File: src/rtl/rfb_pkg.sv
package rfb_pkg;

    localparam int DATA_W    = 8;
    localparam int NUM_REGS  = 8;
    localparam int NUM_BANKS = 2;
    localparam int CODE_W    = $clog2(NUM_REGS);
    localparam int PAIR_W    = CODE_W - 1;
    localparam int WIDE_W    = 2 * DATA_W;

    typedef enum logic [CODE_W-1:0] {
        REG_B = 3'd0, REG_C = 3'd1, REG_D = 3'd2, REG_E = 3'd3,
        REG_H = 3'd4, REG_L = 3'd5, REG_A = 3'd6, REG_F = 3'd7
    } reg_code_e;

    typedef enum logic [PAIR_W-1:0] {
        PAIR_BC = 2'd0, PAIR_DE = 2'd1, PAIR_HL = 2'd2, PAIR_AF = 2'd3
    } pair_code_e;

    typedef struct packed {
        logic acc;
        logic gen;
    } bank_sel_t;

    function automatic logic [PAIR_W-1:0] pair_of(input logic [CODE_W-1:0] code);
        return code[CODE_W-1:1];
    endfunction

    function automatic logic [CODE_W-1:0] high_code(input logic [PAIR_W-1:0] pair);
        return {pair, 1'b0};
    endfunction

    function automatic logic [CODE_W-1:0] low_code(input logic [PAIR_W-1:0] pair);
        return {pair, 1'b1};
    endfunction

    function automatic logic owner_bank(input logic [CODE_W-1:0] code,
                                        input bank_sel_t sel);
        return (pair_of(code) == PAIR_AF) ? sel.acc : sel.gen;
    endfunction

    function automatic logic [DATA_W-1:0] wide_byte(input logic [WIDE_W-1:0] word,
                                                    input logic [CODE_W-1:0] code);
        return code[0] ? word[DATA_W-1:0] : word[WIDE_W-1:DATA_W];
    endfunction

endpackage

File: src/rtl/rfb_bank_select.sv
module rfb_bank_select
    import rfb_pkg::*;
(
    input  logic      clk,
    input  logic      rst,
    input  logic      xchg_af,
    input  logic      xchg_gen,
    output bank_sel_t sel_q
);

    always_ff @(posedge clk) begin
        if (rst) begin
            sel_q <= '0;
        end else begin
            sel_q.acc <= sel_q.acc ^ xchg_af;
            sel_q.gen <= sel_q.gen ^ xchg_gen;
        end
    end

endmodule

File: src/rtl/rfb_storage.sv
module rfb_storage
    import rfb_pkg::*;
(
    input  logic              clk,
    input  bank_sel_t         sel,
    input  logic              wr8_en,
    input  logic [CODE_W-1:0] wr8_sel,
    input  logic [DATA_W-1:0] wr8_data,
    input  logic              wr16_en,
    input  logic [PAIR_W-1:0] wr16_sel,
    input  logic [WIDE_W-1:0] wr16_data,
    input  logic [CODE_W-1:0] rd8_sel,
    output logic [DATA_W-1:0] rd8_data,
    input  logic [PAIR_W-1:0] rd16_sel,
    output logic [WIDE_W-1:0] rd16_data
);

    localparam int CELLS = NUM_BANKS * NUM_REGS;
    localparam int IDX_W = $clog2(CELLS);

    logic [CELLS-1:0][DATA_W-1:0] cell_view;

    for (genvar b = 0; b < NUM_BANKS; b++) begin : g_bank
        for (genvar r = 0; r < NUM_REGS; r++) begin : g_reg
            localparam logic [CODE_W-1:0] CODE = CODE_W'(r);
            logic              hit_wide;
            logic              hit_byte;
            logic              owns;
            logic [DATA_W-1:0] q;

            always_comb begin
                hit_wide = wr16_en && (wr16_sel == pair_of(CODE));
                hit_byte = wr8_en && (wr8_sel == CODE);
                owns     = (owner_bank(CODE, sel) == 1'(b));
            end

            always_ff @(posedge clk) begin
                if (owns && hit_wide) begin
                    q <= wide_byte(wr16_data, CODE);
                end else if (owns && hit_byte) begin
                    q <= wr8_data;
                end
            end

            assign cell_view[b*NUM_REGS + r] = q;
        end
    end

    logic [IDX_W-1:0] idx8, idx_hi, idx_lo;

    always_comb begin
        idx8   = {owner_bank(rd8_sel, sel), rd8_sel};
        idx_hi = {owner_bank(high_code(rd16_sel), sel), high_code(rd16_sel)};
        idx_lo = {owner_bank(low_code(rd16_sel), sel), low_code(rd16_sel)};
        rd8_data  = cell_view[idx8];
        rd16_data = {cell_view[idx_hi], cell_view[idx_lo]};
    end

endmodule

File: src/rtl/dual_bank_regfile.sv
module dual_bank_regfile
    import rfb_pkg::*;
(
    input  logic              clk,
    input  logic              rst,
    input  logic [CODE_W-1:0] rd8_sel,
    output logic [DATA_W-1:0] rd8_data,
    input  logic [PAIR_W-1:0] rd16_sel,
    output logic [WIDE_W-1:0] rd16_data,
    input  logic              wr8_en,
    input  logic [CODE_W-1:0] wr8_sel,
    input  logic [DATA_W-1:0] wr8_data,
    input  logic              wr16_en,
    input  logic [PAIR_W-1:0] wr16_sel,
    input  logic [WIDE_W-1:0] wr16_data,
    input  logic              xchg_af,
    input  logic              xchg_gen
);

    bank_sel_t bank_q;
    logic      acc_bank;
    logic      gen_bank;

    assign acc_bank = bank_q.acc;
    assign gen_bank = bank_q.gen;

    rfb_bank_select u_sel (
        .clk      (clk),
        .rst      (rst),
        .xchg_af  (xchg_af),
        .xchg_gen (xchg_gen),
        .sel_q    (bank_q)
    );

    rfb_storage u_store (
        .clk       (clk),
        .sel       (bank_q),
        .wr8_en    (wr8_en),
        .wr8_sel   (wr8_sel),
        .wr8_data  (wr8_data),
        .wr16_en   (wr16_en),
        .wr16_sel  (wr16_sel),
        .wr16_data (wr16_data),
        .rd8_sel   (rd8_sel),
        .rd8_data  (rd8_data),
        .rd16_sel  (rd16_sel),
        .rd16_data (rd16_data)
    );

endmodule

File: config.mk
export PLATFORM = sky130hd
export DESIGN_NAME = dual_bank_regfile
export DESIGN_NICKNAME = d
export VERILOG_FILES = /design/src/rtl/rfb_pkg.sv /design/src/rtl/rfb_bank_select.sv /design/src/rtl/rfb_storage.sv /design/src/rtl/dual_bank_regfile.sv
export SDC_FILE = /design/constraint.sdc
export NUM_CORES = 1
export LEC_CHECK = 0
export BUFFER_PORTS_ARGS = -buffer_cell sky130_fd_sc_hd__buf_2
export CORE_MARGIN = 1
export CORE_UTILIZATION = 25
export CTS_CLUSTER_DIAMETER = 40
export DETAILED_ROUTE_END_ITERATION = 10
export HOLD_SLACK_MARGIN = 0.1
export SYNTH_ARGS = -nofsm -noshare
export SYNTH_HDL_FRONTEND = slang
export SYNTH_SLANG_ARGS = --single-unit
File: constraint.sdc
create_clock -name clk -period 1.6 [get_ports clk]
set_input_delay 0 -clock clk [delete_from_list [all_inputs] [get_ports clk]]
set_output_delay 0 -clock clk [all_outputs]
set_load 0.02 [all_outputs]
==> flow_summary.toml <==
[outcome]
status = "complete, but fails checks"
violations = "DRC, setup timing"

[cts]
tritoncts = "built"
cts-root-to-sink-buffers = 2
cts_num_sinks = 130
clkTransAtPathRegs_ns = 0.06
h-tree-depth = 4
cts_buffers = 17
insertion_delay_ns = 0.43
cts_root_buf = "clkbuf_16"

[pwr]
p_int_w = 0.00711
switching_share_pct = 27.8
p_comb_share_pct = 19.7
power_switching_w = 0.00273
clock_power_share_pct = 39.9
power_density_mw_per_mm2 = 968
seqPwrFrac_pct = 40.5
total_power_w = 0.00984
max-vdd-ir-drop_uv = 594
p_leak_nw = 3.95

[placement]
gp_congestion = 0.847
pre_cts_ws_ns = -0.0657
hpwl_microns = 18800
io_buffers = 63

[critical_path]
path_delay_family = "multiplexers"
cp_cell_sequence = "mux4_2 -> a22oi_2 -> nand3_2 -> buf_6"
critPathMaxFanout = 2
startpoint_type = "flip-flop"
critical_path_depth = 4
cp_slowest_cell = "mux4_2"
r2r_end = "u_store.g_bank[0].g_reg[1].q[7]$_DFFE_PP_"
reg2reg_depth = 5
r2r-start = "u_sel.sel_q[0]$_SDFF_PP0_"
path_class = "reg -> out"
critPathRequiredTime_ns = 1.60
crit_path_start = "u_store.g_bank[0].g_reg[2].q[1]$_DFFE_PP_"
cp_num_buf_inv = 1
crit_path_end_kind = "output port"
r2r_slack_ns = 0.07
arrival_ns = 1.83
endpoint = "rd8_data[1]"
max_stage_delay_ns = 0.51

[synthesis]
synthFlopType = "edfxtp_1"
yosysSeqAreaShare_pct = 49.1
synth_seq_cells = 130
syn_inst = 697
ys_warn_count = 0
synth_nets = 737
ys_async_sr_fraction_pct = 0
synth_area_sq_mm = 0.00791
synth_edf_count = 128
ys_types = 37
syn-mean-instance-area_sq_um = 11.3

[timing]
slew_viol_final = 0
timing.hold.ws_ns = 0.271
fmax_mhz = 545
finalSetupViolCount = 24
setup_ws_ns = -0.233
period_needed_ns = 1.83
finalClockSkew_ns = 0.00553
report.final.hold_viol_count = 0
worst_slew_pin_slew_ns = 0.675
rsz0062_at_grt = "yes"
maxSlewHeadroom_pct = 55.0
fin_crit_sh_pct = 115
tns_ns = -4.54

[floorplan]
die_w_microns = 180
core.rowCount = 64
ios = 64
core-area_sq_mm = 0.0308
start_util_pct = 25.7
die_h_microns = 180
die_area_sq_mm = 0.0324

[worst_hold_path]
hp-class = "in -> reg"
hold_depth = 5

[global_route]
grt_use_total_pct = 17.3
overflow = 0
antenna_found_initial = 1
grt_first_pass_wirelength_microns = 40300
grt_max_degree = 33
grt_pass1_vias = 6075

[routing]
dr.first_iter.drc_count = 936
firstDrtPassIters = 9
routed-via-count = 6302
route.antenna.remaining_nets = 0
drc = 10
wirelength_microns = 27500
avgViaCountPerCell = 5.23
wl_per_cell_microns = 22.8

[final_layout]
drive_gt1_share_pct = 32.6
area_growth_pct = 28.5
fin_util_pct = 33.0
fin_nets = 836
final_common_cell = "nand2_1"
mostFrequentLayoutCells = "nand2_1 (321), edfxtp_1 (128), mux4_2 (57), buf_4 (42), buf_2 (39)"
fillCellCount = 3023

[job]
drv_cap = 0
==> synth_stat cells, types with 3 or more instances <==
library cell	n	area [sq um]
mux4_2	45	1010
clkbuf_1	22	82.6
mux4_1	19	499
mux2_2	13	146
and4b_1	3	30.0
o211ai_1	8	60.1
nor2b_1	12	75.1
nand4b_1	11	96.3
mux2_4	3	45.0
a31oi_1	3	18.8
buf_2	10	50.1
buf_6	7	78.8
buf_4	24	180
nand4bb_1	3	33.8
a22oi_1	9	67.6
buf_1	6	22.5
nor2_1	13	48.8
edfxtp_1	128	3840
nand2_1	321	1200
nand3_1	8	40.0
clkbuf_2	7	35.0
==> per-stage QoR <==
stage	cell area, sq um	std cells
2_1_floorplan	7920	697
3_3_place_gp	8990	1141
3_5_place_dp	8990	1141
4_1_cts	10200	1206
5_1_grt	10200	1205
6_report	10200	1206
==> worst register-to-register path, cell delays in order (launching register included) <==
cell and delay [ns]:
dfxtp_4 0.35, buf_6 0.14, or4b_4 0.48, buf_6 0.17, nand2_1 0.09, nand2_1 0.06
==> what timing repair did <==
action                                 in CTS  in global routing
setup endpoints to repair                  68                 44
hold buffers                               27                  0
pin swaps                                  17                  0
resized for setup                          88                 13
buffers inserted                            5                  1
endpoints found under the hold margin     130                  0
cloned                                      1                  0
==> sequential cells by signal, summed over array words and instances (netlist names) <==
register,flops
u_sel.sel_q,2
u_store.g_bank.g.q,128
==> how the worst min path moves through the flow <==
stage                                                      endpoint  startpoint  slack (ns)
after floorplan                           u_sel.sel_q[0]$_SDFF_PP0_         rst        0.07
after global placement                    u_sel.sel_q[1]$_SDFF_PP0_         rst        0.18
after detailed placement                  u_sel.sel_q[1]$_SDFF_PP0_         rst        0.18
after CTS                 u_store.g_bank[0].g_reg[2].q[7]$_DFFE_PP_     wr16_en        0.25
after global routing                      u_sel.sel_q[0]$_SDFF_PP0_         rst        0.30
final                     u_store.g_bank[0].g_reg[2].q[7]$_DFFE_PP_     wr16_en        0.27
==> power groups by stage <==
stage | registers (W) | clock network [W] | logic (W)
CTS | 0.00397 | 0.00393 | 0.00194
global placement | 0.00405 | 0 | 0.00160
floorplan | 0.00401 | 0 | 0.00103
global route | 0.00399 | 0.00407 | 0.00205
detailed placement | 0.00405 | 0 | 0.00161
finish | 0.00398 | 0.00392 | 0.00194
==> kinds of logic after synthesis <==
kind of cell,synth area share (%)
simple gates,20.7
compound gates,2.42
mux,21.8
flops,49.1
xor+xnor,0.222
buf+inv,5.68
==> layout make-up <==
class	instances	area [sq um]	share of cell area (%)
flip-flops and latches	130	3890	38.3
multi-input cells	491	3700	36.5
repair buffers	156	1490	14.6
well taps	396	495	4.88
clock buffers	17	425	4.19
clock inverters	15	156	1.54
diodes	1	2.50	0.0246
==> layer usage <==
layer,global-route usage (%),vias up,routed length (microns)
met2,26.3,472,12400
met3,4.80,70,3520
met5,0,-,11
met4,5.48,2,705
met1,23.7,3054,10900
li1,-,2704,-
No activity file was read; power rests on OpenSTA's default activity.
